===== config.mk =====
export PLATFORM = sky130hd
export DESIGN_NAME = mc_interval_timer
export DESIGN_NICKNAME = d
export VERILOG_FILES = /design/src/rtl/tmr_pkg.sv /design/src/rtl/tmr_addr_dec.sv /design/src/rtl/tmr_channel.sv /design/src/rtl/mc_interval_timer.sv
export SDC_FILE = /design/constraint.sdc
export NUM_CORES = 1
export LEC_CHECK = 0
export BUFFER_PORTS_ARGS = -buffer_cell sky130_fd_sc_hd__buf_2
export CAP_MARGIN = 30
export CORE_AREA = 5 5 206 208
export DETAILED_ROUTE_END_ITERATION = 8
export DIE_AREA = 0 0 211 213
export GPL_TIMING_DRIVEN = 1
export PLACE_DENSITY = 0.67
export SLEW_MARGIN = 30
export SYNTH_ARGS = -nofsm -noshare
export SYNTH_HDL_FRONTEND = slang
export SYNTH_SLANG_ARGS = --single-unit

===== constraint.sdc =====
create_clock -name clk_i -period 4.1 [get_ports clk_i]
set_clock_uncertainty 0.05 [all_clocks]
set_input_delay 0.615 -clock clk_i [delete_from_list [all_inputs] [get_ports clk_i]]
set_output_delay 0.615 -clock clk_i [all_outputs]
set_load 0.01 [all_outputs]

===== src/rtl/tmr_pkg.sv =====
package tmr_pkg;
  localparam int unsigned WIN_AW = 6;  // 64-byte window per channel

  typedef enum logic [WIN_AW-1:0] {
    OFF_STAT = 6'h00,
    OFF_MODE = 6'h04,
    OFF_LOAD = 6'h08,
    OFF_EN   = 6'h10,
    OFF_RLD  = 6'h14,
    OFF_VAL  = 6'h18,
    OFF_CLR  = 6'h20,
    OFF_MSK  = 6'h24
  } reg_off_e;
endpackage


===== src/rtl/tmr_addr_dec.sv =====
module tmr_addr_dec #(
  parameter int NCH = 4,
  localparam int CHW = $clog2(NCH),
  localparam int AW  = tmr_pkg::WIN_AW + CHW
) (
  input  logic [AW-1:0]             paddr_i,
  input  logic                      wr_stb_i,
  output logic [NCH-1:0]            wr_ch_o,
  output logic [CHW-1:0]            ch_o,
  output logic [tmr_pkg::WIN_AW-1:0] off_o
);
  assign ch_o  = paddr_i[AW-1:tmr_pkg::WIN_AW];
  assign off_o = paddr_i[tmr_pkg::WIN_AW-1:0];

  for (genvar g = 0; g < NCH; g++) begin : g_wr
    assign wr_ch_o[g] = wr_stb_i && (ch_o == CHW'(g));
  end
endmodule


===== src/rtl/tmr_channel.sv =====
module tmr_channel
  import tmr_pkg::*;
#(
  parameter int CW = 32
) (
  input  logic              clk_i,
  input  logic              rst_ni,
  input  logic              tick_i,
  input  logic              wr_i,
  input  logic [WIN_AW-1:0] off_i,
  input  logic [CW-1:0]     wdata_i,
  output logic [CW-1:0]     rdata_o,
  output logic              pend_o,
  output logic              irq_o
);
  logic          mode_q, en_q, pend_q, mask_q, busy_q;
  logic [CW-1:0] load_q, cnt_q;

  logic wr_mode, wr_load, wr_en, wr_rld, wr_clr, wr_msk;
  assign wr_mode = wr_i && (off_i == OFF_MODE);
  assign wr_load = wr_i && (off_i == OFF_LOAD);
  assign wr_en   = wr_i && (off_i == OFF_EN);
  assign wr_rld  = wr_i && (off_i == OFF_RLD);
  assign wr_clr  = wr_i && (off_i == OFF_CLR);
  assign wr_msk  = wr_i && (off_i == OFF_MSK);

  logic expire, start;
  assign expire = en_q && tick_i && (cnt_q == '0);
  assign start  = wr_en && wdata_i[0] && !en_q;

  always_ff @(posedge clk_i or negedge rst_ni) begin
    if (!rst_ni) begin
      mode_q <= 1'b0;
      en_q   <= 1'b0;
      pend_q <= 1'b0;
      mask_q <= 1'b0;
      busy_q <= 1'b0;
      load_q <= '0;
      cnt_q  <= '0;
    end else begin
      busy_q <= wr_clr;
      if (wr_mode) mode_q <= wdata_i[0];
      if (wr_load) load_q <= wdata_i;
      if (wr_msk)  mask_q <= wdata_i[0];
      // software restart beats the tick
      if (wr_rld || start)      cnt_q <= load_q;
      else if (en_q && tick_i)  cnt_q <= expire ? (mode_q ? cnt_q : load_q) : cnt_q - 1'b1;
      if (wr_en)                en_q <= wdata_i[0];
      else if (expire && mode_q) en_q <= 1'b0;
      // set wins over clear
      if (expire)      pend_q <= 1'b1;
      else if (wr_clr) pend_q <= 1'b0;
    end
  end

  always_comb begin
    rdata_o = '0;
    case (off_i)
      OFF_MODE: rdata_o[0] = mode_q;
      OFF_LOAD: rdata_o    = load_q;
      OFF_EN:   rdata_o[0] = en_q;
      OFF_VAL:  rdata_o    = cnt_q;
      OFF_CLR:  rdata_o[1] = !busy_q;
      OFF_MSK:  rdata_o[0] = mask_q;
      default:  rdata_o    = '0;
    endcase
  end

  assign pend_o = pend_q;
  assign irq_o  = pend_q && !mask_q;


  count_dec_chk: assert property (@(posedge clk_i) disable iff (!rst_ni)
    (en_q && tick_i && cnt_q != '0 && !wr_rld) |=> cnt_q == $past(cnt_q) - 1'b1);

  count_hold_chk: assert property (@(posedge clk_i) disable iff (!rst_ni)
    (!en_q && !wr_rld && !start) |=> $stable(cnt_q));

  cont_reload_chk: assert property (@(posedge clk_i) disable iff (!rst_ni)
    (expire && !mode_q && !wr_rld) |=> (cnt_q == $past(load_q)) && pend_q);

  single_stop_chk: assert property (@(posedge clk_i) disable iff (!rst_ni)
    (expire && mode_q && !wr_en && !wr_rld) |=> !en_q && (cnt_q == '0));

  clear_chk: assert property (@(posedge clk_i) disable iff (!rst_ni)
    (wr_clr && !expire) |=> !pend_q);
endmodule


===== src/rtl/mc_interval_timer.sv =====
module mc_interval_timer #(
  parameter int NCH = 4,
  parameter int CW  = 32,
  localparam int CHW = $clog2(NCH),
  localparam int AW  = tmr_pkg::WIN_AW + CHW
) (
  input  logic           clk_i,
  input  logic           rst_ni,
  input  logic           tick_i,
  input  logic           psel_i,
  input  logic           penable_i,
  input  logic           pwrite_i,
  input  logic [AW-1:0]  paddr_i,
  input  logic [CW-1:0]  pwdata_i,
  output logic [CW-1:0]  prdata_o,
  output logic           pready_o,
  output logic [NCH-1:0] irq_o
);
  import tmr_pkg::*;

  logic [NCH-1:0]    wr_ch, pend;
  logic [CHW-1:0]    ch;
  logic [WIN_AW-1:0] off;
  logic [CW-1:0]     ch_rdata [NCH];

  tmr_addr_dec #(.NCH(NCH)) u_dec (
    .paddr_i (paddr_i),
    .wr_stb_i(psel_i && penable_i && pwrite_i),
    .wr_ch_o (wr_ch),
    .ch_o    (ch),
    .off_o   (off)
  );

  for (genvar g = 0; g < NCH; g++) begin : g_ch
    tmr_channel #(.CW(CW)) u_ch (
      .clk_i  (clk_i),
      .rst_ni (rst_ni),
      .tick_i (tick_i),
      .wr_i   (wr_ch[g]),
      .off_i  (off),
      .wdata_i(pwdata_i),
      .rdata_o(ch_rdata[g]),
      .pend_o (pend[g]),
      .irq_o  (irq_o[g])
    );
  end

  always_comb begin
    prdata_o = '0;
    if (off == OFF_STAT)              prdata_o[NCH-1:0] = pend;
    else if (int'(ch) < NCH)          prdata_o = ch_rdata[ch];
  end

  assign pready_o = 1'b1;
endmodule


[Yosys cells after proc, flatten, opt, wreduce, memory -nomap -nowiden]
Index checks and enable logic that the tools add are counted.
Storage, ports and cells
  register bits after elaboration: 276
  latch bits: 0
  memory bits (writable): 0
  bits in read-only memories: 0
  input bits: 46
  output and inout port bits: 37
  logic and storage cells: 189
  memories kept: 0
Cells by class
  add/subtract/negate cells: 4
  multiply operators: 0
  div/mod/pow operators: 0
  magnitude comparators: 1
  equality and inequality tests: 14
  shift-type cells: 0
  mux-type cells: 49
  bitwise gates (word level): 1
  reduce and logical (&&, ||, !) cells: 92
Operator list (count)
  two-way mux 32 bit: 18
  case mux 30 bit (2 select lines): 4
  logical NOT 32 bit: 4
  subtractor 32 x 1 -> 32 bit (second input constant): 4
  binary-select mux 32 bit (select 2 bit): 1
  logical AND 1 bit: 54
  two-way mux 28 bit: 1
  nonzero test 2 bit: 12
  case mux 1 bit (5 select lines): 4
  == test 6 x 5 -> 1 bit (second input constant): 3
  two-way mux 1 bit: 16
  == test 6 bit (second input constant): 2
  logical NOT 1 bit: 12
  != test 3 bit (second input constant): 4
  case mux 1 bit (3 select lines): 4
  AND reduction 2 bit: 4
  == test 6 x 3 -> 1 bit (second input constant): 1
  == test 6 x 4 -> 1 bit (second input constant): 1
  logical NOT 6 bit: 1
  == test 2 bit (second input constant): 2
  logical OR 1 bit: 4
  two-way mux 4 bit: 1
  >= comparator 3 bit (second input constant): 1
  inverter 2 -> 3 bit: 1
  2 further kinds: 2

[Logic depth before layout (Yosys ltp)]
  depth after elaboration: 9
  depth in mapped cells: 11
  depth with buffers taken out: 8

[By module]
A second synthesis with hierarchy kept.
Unflattened totals
  cells, all modules: 1843
  area, all modules: 18358.9 um^2
By module, submodules not included
  tmr_channel: times used 4, cells an instance 438, area an instance 4302.9 um^2, sequential area each 1726.7 um^2
  mc_interval_timer: times used 1, cells an instance 79, area an instance 1049.8 um^2, sequential area each 0.0 um^2
  tmr_addr_dec: times used 1, cells an instance 12, area an instance 97.6 um^2, sequential area each 0.0 um^2

[Worst setup path after synthesis]
No wires, ideal clock.
  path kind: in2out
  start: input paddr_i[2]
  end: output prdata_o[7]
  arrival time: 2.762 ns
  required time: 3.435 ns
  setup slack: 0.673 ns
  cell stages on the path: 6
  path buffers: 2
  path through: or4b_2 nor3_1 clkbuf_1 clkbuf_1 a221oi_1 nor4_1
Between the ends
  cells in the longest elaborated chain, start to end: 6
  elaborated cells on any way between the ends: 11
  classes of those cells: eq/ne (2); mux (8); reduce/logical (1)
RTL lines
  start: declaration: RTL line mc_interval_timer.sv:13  | input logic [AW-1:0] paddr_i,
  == test 6 x 5 -> 1 bit or == test 6 x 4 -> 1 bit (tied branches): RTL line tmr_channel.sv:58  | case (off_i)
  case mux 30 bit (2 select lines): RTL line tmr_channel.sv:58
  binary-select mux 32 bit (select 2 bit): RTL line mc_interval_timer.sv:51  | else if (int'(ch) < NCH) prdata_o = ch_rdata[ch];
  two-way mux 32 bit (not written as such) (2 in series): RTL line mc_interval_timer.sv:51
  two-way mux 28 bit (*): RTL line mc_interval_timer.sv:50  | if (off == OFF_STAT) prdata_o[NCH-1:0] = pend;
  end: declaration: RTL line mc_interval_timer.sv:15  | output logic [CW-1:0] prdata_o,
Mark *: on every way between the ends. The rest lies on a longest branch, timed or not. The select of a mux whose other input is x is not followed.

[Worst setup path in the final report]
  start: input paddr_i[2]
  end: output prdata_o[31]
Same word-level chain as after synthesis.

==> metrics.txt <==
status=complete, no violations; Final Wtd Congestion=0.955; CP Capture Point=prdata_o[31]; Cell variety after synth=83; CP max FO=28; crit path setup slack, layout=132 ps; Avg Inst Size Synth=9.56 um^2; commonest non-fill, non-tap cell in the layout=dfrtp_1; Logic pwr share=0.084; setup TNS=0 ps; Worst slew margin=0.281; drt wl/cell=28.5 um; antenna violations before repair=2; worst setup path start=paddr_i[2]; Routed Antenna Nets=0; Setup CP Type=input pin to output port; die width=211 um; post-CTS sizing=0; most frequent cells in the layout=276 x dfrtp_1, 139 x mux2_2, 117 x a221oi_1; Die ar.=0.0449 mm^2; synth top area cells=dfrtp_1 42%, mux2_2 9.6%, a221oi_1 6.3%; FF-to-FF End=g_ch[1].u_ch.cnt_q[8]; WHS=27.0 ps; Final period util=0.968; layout cells sized above 1=0.227; clk_lat worst skew=560 ps; Area Overhead vs Synth=15.5%; P_int=5.02 mW; RSZ-0062 raised after global routing=no; hold crit path type=input pin to async pin; yosys warns=0; Rows=74; CTS tree=yes; top-area cell type share of the netlist area=0.425; CP required=3430 ps; Tmin final=3970 ps; Flop pwr share=0.429; Critical Path AT=3300 ps; Ports=83; final net count=1810; Tightest Pin Transition=1070 ps; Reg2Reg Launch Point=g_ch[1].u_ch.cnt_q[1]; Detailed Routing Iterations Pass 1=8; Max-Cap Viols=0; Max Buffers Root-to-Sink=3; global-route wire length before repair=99700 um; Net Count, Synth=1752; area leader, netlist=dfrtp_1; Core ar.=0.0404 mm^2; clock root buffer=clkbuf_16; CP top delay family=simple AND/OR/NAND/NOR gates; number of synthesized register bits=276; GR Util All Layers=0.289; TritonCTS Sinks=276; # DRC=0; Setup Fix Bufs, Post-CTS=0; PD cells=359 mW/mm^2; DR vias=16114; crit path capture type=output port; cts bufs inserted=34; NetSw=1.73 mW; Main synth FF type=dfrtp_1; FMAX=0.252 GHz; Critical Path Source Type=input pin; Final setup viols=0; Buf/Inv on CP=5; Mapped Area=0.0163 mm^2; H-tree level count=2; pre-CTS setup slack=157 ps; Leakage=8.12 nW; r2r setup slk=620 ps; vias in the first global route=15571; hpwl dp=46600 um; final count of hold timing violations=0; Max VDD drop=0.274 mV; number of enable flip-flop cells after synthesis=0; placed cell areas=0.0176 mm^2; Worst Reg2Reg Path Length in Cells=9; sw frac=0.256; largest net degree at the start of global routing=91; Clock Power Share=0.487; WL final=66100 um; count of pins over their slew limit=0; Port Buffers=81; Initial Utilization=0.403; gr ovfl total=0; clk slew on worst S/H paths=50 ps; max incr delay on CP=760 ps; CP Cell Sequence=buf_2 > or4b_2 > nor3_2 > buf_12 > buf_12 > a221oi_1 > nor4_1 > buf_4 > buf_2; Seq/Total Area, Yosys=0.425; critical path depth in cells=9; DR vias/cell=6.95; asr flop ratio synth=1.00; fin area=0.0188 mm^2; Die H=213 um; Synth Instances=1702; CTS Hold Bufs=0; CP max stage cell=or4b_2; starting DRC count in detailed routing=2010
==> routing by layer <==
| layer | vias to the layer above | track usage | part of all wire |
|---|---|---|---|
| met2 | 1124 | 0.445 | 0.44 |
| met3 | 242 | 0.0691 | 0.11 |
| met4 | 0 | 0.143 | 0.055 |
| met1 | 7961 | 0.383 | 0.39 |
| met5 | - | 0 | 0 |
| li1 | 6787 | - | - |
==> power groups by stage <==
stage	clock [mW]	sequential (mW)	combinational (mW)
floorplan	0	2.91	0.287
global placement	0	2.94	0.546
detailed placement	0	2.94	0.560
CTS	3.31	2.89	0.561
global route	3.42	2.90	0.617
finish	3.29	2.90	0.568
==> how the worst min path moves through the flow <==
stage / from / slack, ps / to / cells after the start
2_1_floorplan: rst_ni / 270 / g_ch[0].u_ch.busy_q / 0
3_3_place_gp: g_ch[0].u_ch.load_q[2] / 440 / g_ch[0].u_ch.load_q[2] / 1
3_5_place_dp: g_ch[0].u_ch.load_q[2] / 450 / g_ch[0].u_ch.load_q[2] / 1
4_1_cts: rst_ni / 80 / g_ch[3].u_ch.load_q[31] / 1
5_1_grt: rst_ni / 110 / g_ch[1].u_ch.cnt_q[26] / 1
6_report: rst_ni / 30 / g_ch[1].u_ch.cnt_q[26] / 1
==> cell families (layout without fill, tap and decap cells) <==
group / after synthesis / after routing / synth area share
AOI/OAI and AO/OA: 563 / 563 / 0.248
adders and majority gates: 4 / 4 / 0.00308
buffers and inverters: 195 / 276 / 0.0503
DFF: 276 / 276 / 0.425
muxes: 157 / 157 / 0.107
other: 1 / 3 / 0.000231
and+or+nand+nor: 506 / 506 / 0.167
==> Yosys cell counts, types with 7 or more instances <==
master	number
o22a_1	29
nor2b_1	7
clkbuf_1	100
buf_2	21
a21oi_1	103
a41oi_1	9
a31oi_1	17
o21ai_0	93
nand4_1	23
o2bb2ai_1	28
inv_1	47
and2_1	7
nand2_1	83
nand2b_1	12
o211ai_1	12
and3_1	9
mux2_2	139
a221oi_1	117
o21a_1	14
mux2i_1	17
nor3_1	86
buf_1	14
nor4_1	65
o22ai_1	16
nor2_1	99
a2bb2oi_1	17
dfrtp_1	276
a22oi_1	39
or3_1	28
or4_1	19
nand3_1	29
or2_2	8
buf_4	10
==> area by class of cell <==
cell class / instances / area, um^2
Fill cell: 3838 / 21600
Multi-Input combinational cell: 1231 / 8610
Sequential cell: 276 / 6910
Timing Repair Buffer: 170 / 1220
Clock buffer: 46 / 997
Tap cell: 532 / 666
Clock inverter: 13 / 206
Inverter: 47 / 176
Antenna cell: 2 / 5.00
==> through the flow <==
step           instances  power [mW]   util
3_3_place_gp        2256        3.49  0.435
2_1_floorplan       1702        3.19      -
5_1_grt             2317        6.94  0.465
3_5_place_dp        2256        3.50  0.435
4_1_cts             2315        6.77  0.465
6_report            2317        6.75  0.465
==> registers in the layout (all words and copies together), names as in the netlist <==
signal	cells
g_ch.u_ch.cnt_q	128
g_ch.u_ch.load_q	128
g_ch.u_ch.mode_q	4
g_ch.u_ch.busy_q	4
g_ch.u_ch.pend_o	4
g_ch.u_ch.mask_q	4
g_ch.u_ch.en_q	4
No activity file was read; power rests on OpenSTA's default activity.
